### src/rtl/seg_xlate_pkg.sv
package seg_xlate_pkg;
  parameter int unsigned SEL_W   = 16;
  parameter int unsigned ADDR_W  = 32;
  parameter int unsigned LIM_W   = 16;
  parameter int unsigned DESC_SH = 3;              // log2 of descriptor bytes
  localparam int unsigned IDX_W  = SEL_W - 3;
  localparam int unsigned TREG_W = ADDR_W + LIM_W;
  localparam int unsigned WORD_B = 4;              // bytes per fetched word

  typedef enum logic [1:0] {
    FLT_NONE  = 2'd0,
    FLT_TABLE = 2'd1,
    FLT_SEG   = 2'd2
  } fault_e;

  // descriptor location inside its table
  function automatic logic [ADDR_W-1:0] slot_addr(input logic [ADDR_W-1:0] tbase,
                                                  input logic [IDX_W-1:0] idx);
    logic [ADDR_W-1:0] scaled;
    scaled = ADDR_W'(idx) << DESC_SH;
    return tbase + scaled;
  endfunction

  // last byte of the slot must not pass the table limit
  function automatic logic slot_outside(input logic [IDX_W-1:0] idx,
                                        input logic [LIM_W-1:0] tlim);
    logic [ADDR_W-1:0] last_b;
    last_b = (ADDR_W'(idx) << DESC_SH) + ADDR_W'((1 << DESC_SH) - 1);
    return last_b > ADDR_W'(tlim);
  endfunction

  function automatic logic off_outside(input logic [ADDR_W-1:0] off,
                                       input logic [LIM_W-1:0] slim);
    return off > ADDR_W'(slim);
  endfunction
endpackage

### src/rtl/seg_sel_decode.sv
module seg_sel_decode
  import seg_xlate_pkg::*;
(
  input  logic [SEL_W-1:0]  sel,
  input  logic [TREG_W-1:0] gtab,
  input  logic [TREG_W-1:0] ltab,
  output logic [1:0]        rpl,
  output logic [ADDR_W-1:0] slot,
  output logic              tab_overrun
);
  logic              use_local;
  logic [IDX_W-1:0]  idx;
  logic [TREG_W-1:0] tab;
  logic [ADDR_W-1:0] tbase;
  logic [LIM_W-1:0]  tlim;

  assign rpl       = sel[1:0];
  assign use_local = sel[2];
  assign idx       = sel[SEL_W-1:3];
  assign tab       = use_local ? ltab : gtab;
  assign tbase     = tab[TREG_W-1:LIM_W];
  assign tlim      = tab[LIM_W-1:0];

  assign slot        = slot_addr(tbase, idx);
  assign tab_overrun = slot_outside(idx, tlim);
endmodule

### src/rtl/seg_limit_add.sv
module seg_limit_add
  import seg_xlate_pkg::*;
(
  input  logic [ADDR_W-1:0] off,
  input  logic [ADDR_W-1:0] word_lo,
  input  logic [ADDR_W-1:0] word_hi,
  output logic [ADDR_W-1:0] lin,
  output logic              seg_overrun
);
  logic [LIM_W-1:0] slim;

  assign slim        = word_lo[LIM_W-1:0];
  assign seg_overrun = off_outside(off, slim);
  assign lin         = word_hi + off;
endmodule

### src/rtl/seg_xlate.sv
module seg_xlate
  import seg_xlate_pkg::*;
(
  input  logic                clk,
  input  logic                rst_n,
  input  logic                start,
  input  logic [SEL_W-1:0]    selector,
  input  logic [ADDR_W-1:0]   offset,
  input  logic [TREG_W-1:0]   gdt_reg,
  input  logic [TREG_W-1:0]   ldt_reg,
  output logic                mem_req,
  output logic [ADDR_W-1:0]   mem_addr,
  input  logic                mem_rvalid,
  input  logic [ADDR_W-1:0]   mem_rdata,
  output logic                done,
  output logic [ADDR_W-1:0]   lin_addr,
  output logic [1:0]          fault,
  output logic [1:0]          rpl_out,
  output logic                busy
);
  typedef enum logic [2:0] {S_IDLE, S_REQ0, S_WAIT0, S_REQ1, S_WAIT1} st_e;

  st_e               st;
  logic [ADDR_W-1:0] off_q, slot_q, w0_q, lin_q;
  logic [1:0]        rpl_hold, rpl_q;
  fault_e            flt_q;
  logic              done_q;

  logic [1:0]        dec_rpl;
  logic [ADDR_W-1:0] dec_slot, add_lin;
  logic              dec_overrun, add_overrun;

  // named events for the assertions
  logic start_acc, tab_fault_ev, seg_fault_ev, fin_ev;

  seg_sel_decode u_dec (
    .sel(selector), .gtab(gdt_reg), .ltab(ldt_reg),
    .rpl(dec_rpl), .slot(dec_slot), .tab_overrun(dec_overrun)
  );

  seg_limit_add u_add (
    .off(off_q), .word_lo(w0_q), .word_hi(mem_rdata),
    .lin(add_lin), .seg_overrun(add_overrun)
  );

  assign start_acc    = start && (st == S_IDLE);
  assign tab_fault_ev = start_acc && dec_overrun;
  assign fin_ev       = (st == S_WAIT1) && mem_rvalid;
  assign seg_fault_ev = fin_ev && add_overrun;

  always_ff @(posedge clk) begin
    if (!rst_n) begin
      st       <= S_IDLE;
      off_q    <= '0;
      slot_q   <= '0;
      w0_q     <= '0;
      lin_q    <= '0;
      rpl_hold <= '0;
      rpl_q    <= '0;
      flt_q    <= FLT_NONE;
      done_q   <= 1'b0;
    end else begin
      done_q <= 1'b0;
      unique case (st)
        S_IDLE: if (start_acc) begin
          off_q    <= offset;
          slot_q   <= dec_slot;
          rpl_hold <= dec_rpl;
          if (dec_overrun) begin
            done_q <= 1'b1;
            flt_q  <= FLT_TABLE;
            lin_q  <= '0;
            rpl_q  <= dec_rpl;
          end else begin
            st <= S_REQ0;
          end
        end
        S_REQ0:  st <= S_WAIT0;
        S_WAIT0: if (mem_rvalid) begin
          w0_q <= mem_rdata;
          st   <= S_REQ1;
        end
        S_REQ1:  st <= S_WAIT1;
        S_WAIT1: if (mem_rvalid) begin
          done_q <= 1'b1;
          flt_q  <= add_overrun ? FLT_SEG : FLT_NONE;
          lin_q  <= add_overrun ? '0 : add_lin;
          rpl_q  <= rpl_hold;
          st     <= S_IDLE;
        end
        default: st <= S_IDLE;
      endcase
    end
  end

  assign mem_req  = (st == S_REQ0) || (st == S_REQ1);
  assign mem_addr = (st == S_REQ1) ? slot_q + ADDR_W'(WORD_B) : slot_q;
  assign done     = done_q;
  assign lin_addr = lin_q;
  assign fault    = flt_q;
  assign rpl_out  = rpl_q;
  assign busy     = (st != S_IDLE);


  done_pulse_chk: assert property (@(posedge clk) disable iff (!rst_n)
    done |=> !done);

  req_pulse_chk: assert property (@(posedge clk) disable iff (!rst_n)
    mem_req |=> !mem_req);

  table_fault_no_read_chk: assert property (@(posedge clk) disable iff (!rst_n)
    tab_fault_ev |=> (done && fault == 2'd1 && lin_addr == '0 && !mem_req));

  seg_fault_zero_chk: assert property (@(posedge clk) disable iff (!rst_n)
    seg_fault_ev |=> (done && fault == 2'd2 && lin_addr == '0));

  busy_start_ignored_chk: assert property (@(posedge clk) disable iff (!rst_n)
    (busy && start && !fin_ev) |=> busy);

  fault_code_range_chk: assert property (@(posedge clk) disable iff (!rst_n)
    done |-> (fault != 2'd3));
endmodule

### config.mk
export PLATFORM = sky130hd
export DESIGN_NAME = seg_xlate
export DESIGN_NICKNAME = d
export VERILOG_FILES = /design/src/rtl/seg_xlate_pkg.sv /design/src/rtl/seg_sel_decode.sv /design/src/rtl/seg_limit_add.sv /design/src/rtl/seg_xlate.sv
export SDC_FILE = /design/constraint.sdc
export NUM_CORES = 1
export LEC_CHECK = 0
export BUFFER_PORTS_ARGS = -buffer_cell sky130_fd_sc_hd__buf_2
export CORE_MARGIN = 5
export CORE_UTILIZATION = 35
export CTS_BUF_LIST = sky130_fd_sc_hd__clkbuf_8
export DETAILED_ROUTE_END_ITERATION = 8
export PLACE_DENSITY = 0.66
export SYNTH_ARGS = -nofsm -noshare
export SYNTH_HDL_FRONTEND = slang
export SYNTH_SLANG_ARGS = --single-unit
### constraint.sdc
create_clock -name clk -period 4.05 [get_ports clk]
set_input_delay 0.405 -clock clk [delete_from_list [all_inputs] [get_ports clk]]
set_output_delay 0.405 -clock clk [all_outputs]
set_load 0.02 [all_outputs]
======== After elaboration in Yosys (flattened, before gate mapping) ========
Cells that the tools add are included.
word-level totals
  bits in writable memories ............... 0
  latch bits .............................. 0
  input bits .............................. 180
  ROM bits ................................ 0
  flip-flop bits (word level) ............. 122
  memories ................................ 0
operators by class
  bitwise operators ....................... 0
  order comparisons ....................... 2
  muxes and demuxes ....................... 25
  divide/modulo/power cells ............... 0
  reduce and logical (&&, ||, !) cells .... 9
  shifts and indexed selects .............. 0
  equal/unequal tests ..................... 9
  $mul .................................... 0
  add/sub/neg operators ................... 4
operators by type and width
  operator                 count
  $mux W32                 5
  $pmux W32 S2             1
  $mux W48                 1
  $add A32 B16 Y32         1
  $add A32 B3 Y32 const B  1
  $add A32 B32 Y32         1
  $gt A32 B16 Y1           1
  $add A16 B3 Y17 const B  1
  $gt A17 B16 Y1           1
  $pmux W3 S5              1
  $mux W2                  7
  $mux W3                  4
  $ne A2 B2 Y1 const B     5
  $pmux W2 S2              2
  $reduce_and A4 Y1        2
  $eq A3 B2 Y1 const B     2
  $reduce_and A2 Y1        2
  $eq A3 B1 Y1 const B     1
  $eq A3 B3 Y1 const B     1
  $logic_not A3 Y1         1
  $mux W1                  3
  $reduce_bool A3 Y1       1
  $pmux W1 S2              1
  $reduce_bool A2 Y1       1
  2 further kinds          2

======== Depth between registers and ports, before layout ========
  word-level depth ........................ 5
  mapped depth ............................ 17
  gate-level depth less buffers ........... 12

======== Modules after synthesis ========
A second synthesis with hierarchy kept.
unflattened totals
  cell total of the unflattened synthesis .. 1185
  area total of the unflattened synthesis .. 9595.5 µm²
by module, submodules not included
  module          instances  cells each  area each (µm²)  sequential area each (µm²)
  seg_xlate       1          670         5672.9           2762.6
  seg_limit_add   1          284         2103.3           0.0
  seg_sel_decode  1          231         1819.2           0.0

======== Worst setup path before layout ========
Ideal clock, no wire load.
  path type ............................... input to register
  start point ............................. input port selector[2]
  end point ............................... register lin_q[10] (netlist: lin_addr[10])
  required time ........................... 3990 ps
  buffers on the path ..................... 6
  setup time .............................. 60 ps
  cell stages on the path ................. 17
  data arrival time ....................... 4033 ps
  path slack .............................. -43 ps
  cells stage by stage .................... buf_6 clkbuf_1 buf_1 buf_2 buf_1 mux2i_1 ha_1 a21o_1 a21oi_1 o21ai_0 a21oi_1 nor3_1 o21ai_0 a21oi_1 nor2_1 clkbuf_1 a22o_1
on the way
  cells in the longest elaborated chain, start to end .. 4
ends and longest elaborated chain
  item                         RTL line              RTL
  start, declared              seg_xlate.sv:7        input logic [SEL_W-1:0] selector,
  $mux W48                     seg_sel_decode.sv:20  assign tab = use_local ? ltab : gtab;
  $gt A17 B16 Y1               seg_xlate_pkg.sv:29   return last_b > ADDR_W'(tlim);
  $ne A2 B2 Y1 (no line)       -
  $reduce_and A4 Y1 (no line)  -
  end signal, assigned         seg_xlate.sv:87       lin_q <= add_overrun ? '0 : add_lin;
  end, declared                seg_xlate.sv:24       logic [ADDR_W-1:0] off_q, slot_q, w0_q, lin_q;
Every way passes these cells.
A chain may end at the register's enable or synchronous reset.

======== Worst setup path in the final report ========
  start point ............................. register st[0]
  end point ............................... output port mem_addr[31]
on the way
  cells in the longest elaborated chain, start to end .. 2
ends and longest elaborated chain
  item                    RTL line         RTL
  start, declared         seg_xlate.sv:23  st_e st;
  start signal, assigned  seg_xlate.sv:53  st <= S_IDLE;
  start signal, assigned  seg_xlate.sv:75  st <= S_REQ0;
  start signal, assigned  seg_xlate.sv:78  S_REQ0: st <= S_WAIT0;
  $eq A3 B2 Y1            seg_xlate.sv:97  assign mem_addr = (st == S_REQ1) ? slot_q + ADDR_W'(WORD_B) : slot_q;
  $mux W32                seg_xlate.sv:97
  end, declared           seg_xlate.sv:12  output logic [ADDR_W-1:0] mem_addr,
Every way passes these cells.

==> flow_summary_export.csv <==
group,metric,value,unit
outcome,outcome,"finished, final reports clean",
global_routing,grt_pass1_vias,8027,
route,wire_per_inst,15.5,um
global_routing,grt_pass1_wl,39.5,mm
floorplan,die_w,164,um
min_path,worstHoldPathCells,3,
final_layout,antenna_cells,0,
route,drtIter0Drc,263,
sta,fmax,0.277,GHz
critical_path,crit_path_max_fanout,7,
synth,synth_seq_cells,122,
floorplan,rows,56,
critical_path,path_cells,"nor2b_1 > and2_1 > nand3_1 > nor2_1 > nand4_1 > nor2_1 > and2_0 > nor3b_1 > xor2_1 > buf_2",
floorplan,core,23500,um^2
floorplan,ios,251,
route,viasPerCell,5.03,
sta,rsz0062_at_grt,"no",
route,ant_nets,0,
synth,synth.area.top_cells,"dfxtp_1 29%, ha_1 11%, nand2_1 8.6%, a21oi_1 8.2%, xnor2_1 5.1%",
critical_path,r2r_cells,12,
final_layout,final_common_cell,"buf_2",
clocking,cts_num_sinks,122,
sta,tightest_slew,1.12,ns
synth,synth_area_per_cell,7.91,um^2
route,wl,25.0,mm
sta,finalSetupViolCount,0,
critical_path,cp.depth,10,
floorplan,fp.dieH,164,um
run,cap_violations,0,
synth,synth_cell_types,64,
synth,syn_nets,1310,
clocking,postCtsHoldBufs,0,
clocking,cts_buffers,17,
sta,tns,0,ns
synth,netlist_instances,1054,
route,drc,0,
global_routing,grt_max_degree,69,
critical_path,required,3.64,ns
clocking,htree_levels,4,
critical_path,path_class,"flop to primary output",
critical_path,crit_path_frequent_cell,"nor2_1",
min_path,hold_path_class,"primary input to flop",
critical_path,critPathLaunchType,"flop",
clocking,cts_root_buffer,"clkbuf_8",
sta,finalMaxSlewViolations,0,
power_and_ir_drop,power.density,362,nW/um^2
critical_path,crit_path_end_kind,"primary output",
power_and_ir_drop,max-vdd-ir-drop,160,uV
synth,ys_warn_count,0,
final_layout,nNetsFinal,1540,
place,port_buffers,250,
clocking,insertion_delay,0.43,ns
power_and_ir_drop,cellLeakagePower,0.00474,uW
place,place_congestion,0.891,
clocking,cts_tree,"built",
sta,max_slew_margin,25.0,%
final_layout,stdcell_area,10300,um^2
route,drt-pass1-iter-count,5,
global_routing,antenna_found_initial,1,
critical_path,slowest_stage,"dfxtp_1",
critical_path,arrival,3.21,ns
sta,layout_worst_path_cycle_share,89.2,%
clocking,ctsResizeCount,0,
global_routing,overflow,0,
synth,yosysTopAreaCellShare,29.3,%
synth,synth_edf_count,0,
floorplan,initial_core_util,35.5,%
critical_path,critPathMaxStageDelay,0.45,ns
final_layout,area_growth,24.1,%
critical_path,critPathTopFamily,"simple AND/OR/NAND/NOR gates",
place,placed_cell_area,9870,um^2
sta,hold_violations,0,
global_routing,grtUsageTotal,18.4,%
final_layout,postLayoutCoreUtil,44.1,%
final_layout,final_cell_mix,"250 x buf_2, 190 x nand2_1, 137 x a21oi_1",
synth,synthArstFlopShare,0,%
synth,yosysSeqAreaShare,29.3,%
synth,synth-main-ff-cell,"dfxtp_1",
synth,yosys.area.top_type,"dfxtp_1",
critical_path,critPathBufInv,1,
final_layout,drive_above_1_share,24.9,%
floorplan,dieArea,27000,um^2
synth,syn_area,8340,um^2
route,vias,8130,
sta,period_needed,3.61,ns
sta,skew,0.00782,ns
clocking,clock_path_buffers,2,
clocking,post_cts.repair.setup_buffers,0,
place,post-dp-hpwl,20.3,mm
clocking,clk_pin_slew,0.07,ns
-- path summary, 6_finish.rpt --
| kind | from | to | slack, ns |
|---|---|---|---|
| worst min register to register | slot_q[17] | slot_q[17] | 0.45 |
| worst max-delay path | st[0] | mem_addr[31] | 0.44 |
| worst max register to register | off_q[0] | lin_addr[30] | 0.76 |
| worst min-delay path | offset[2] | off_q[2] | 0.21 |
-- registers in the layout, summed over array words and instances, names as in the netlist --
register	flops
off_q	32
slot_q	32
done	1
w0_q	16
fault	2
rpl_out	2
st	3
rpl_hold	2
lin_addr	32
-- report_power, final --
part | switching (uW) | total [uW] | leakage, uW | internal, uW
clock | 508 | 1290 | 0.000232 | 779
sequential | 80.1 | 1360 | 0.000995 | 1280
combinational | 646 | 1090 | 0.00352 | 449
total | 1230 | 3740 | 0.00474 | 2510
-- layer usage --
layer	track usage, %	vias to the layer above	share of wire [%]
met3	5.27	25	7.1
met1	21.5	3662	42
met4	4.46	2	1.4
li1	-	4204	-
met5	0	-	0.052
met2	33.0	237	49
-- layout make-up --
class	count	area, um^2
fillers	2392	13100
inverters	36	135
clock inverters	12	195
repair buffers	259	1320
clock buffers	20	275
multi-input cells	848	5580
flip-flops and latches	122	2440
well taps	319	399
-- through the flow --
stage / power [uW] / hold WS, ns / setup WS [ns] / cells
after floorplan: 2140 / 0.432 / 0.0866 / 1054
after global placement: 2480 / 0.442 / 0.512 / 1584
after detailed placement: 2500 / 0.447 / 0.472 / 1584
after CTS: 3800 / 0.178 / 0.302 / 1616
after global routing: 3980 / 0.179 / 0.0632 / 1616
final: 3740 / 0.211 / 0.437 / 1616
-- cells in the mapped netlist (all sizes together) (2+ instances only) --
master and instances:
a211o 2, a211oi 11, a21o 26, a21oi 138
a22o 31, a31oi 3, a32o 2, a32oi 5
a41oi 2, and2 8, and2b 3, and3 7
and4 2, buf 11, clkbuf 37, dfxtp 122
fa 2, ha 74, inv 36, mux2 17
mux2i 25, nand2 192, nand2b 12, nand3 32
nand4 18, nor2 45, nor2b 7, nor3 11
nor3b 2, nor4 9, o2111ai 2, o211ai 2
o21a 5, o21ai 41, o21bai 4, o221ai 2
o31ai 2, o41ai 2, or2 2, or3 9
or4 3, xnor2 49, xor2 29
-- cells by family after synthesis --
kind of cell / after synthesis / share of synthesized area [%]
AO/OA/AOI/OAI: 287 / 21.4
XOR/XNOR: 78 / 8.19
adder cells (fa/ha/maj): 76 / 11.6
buffers and inverters: 84 / 3.98
flip-flops: 122 / 29.3
multiplexers: 42 / 5.30
AND/OR/NAND/NOR: 365 / 20.2
-- tightest hold or removal path, stage by stage --
cell     delay (ns)
buf_2          0.10
nand2_1        0.05
a21oi_1        0.05
Note: power is estimated with default switching activity, not from simulation.
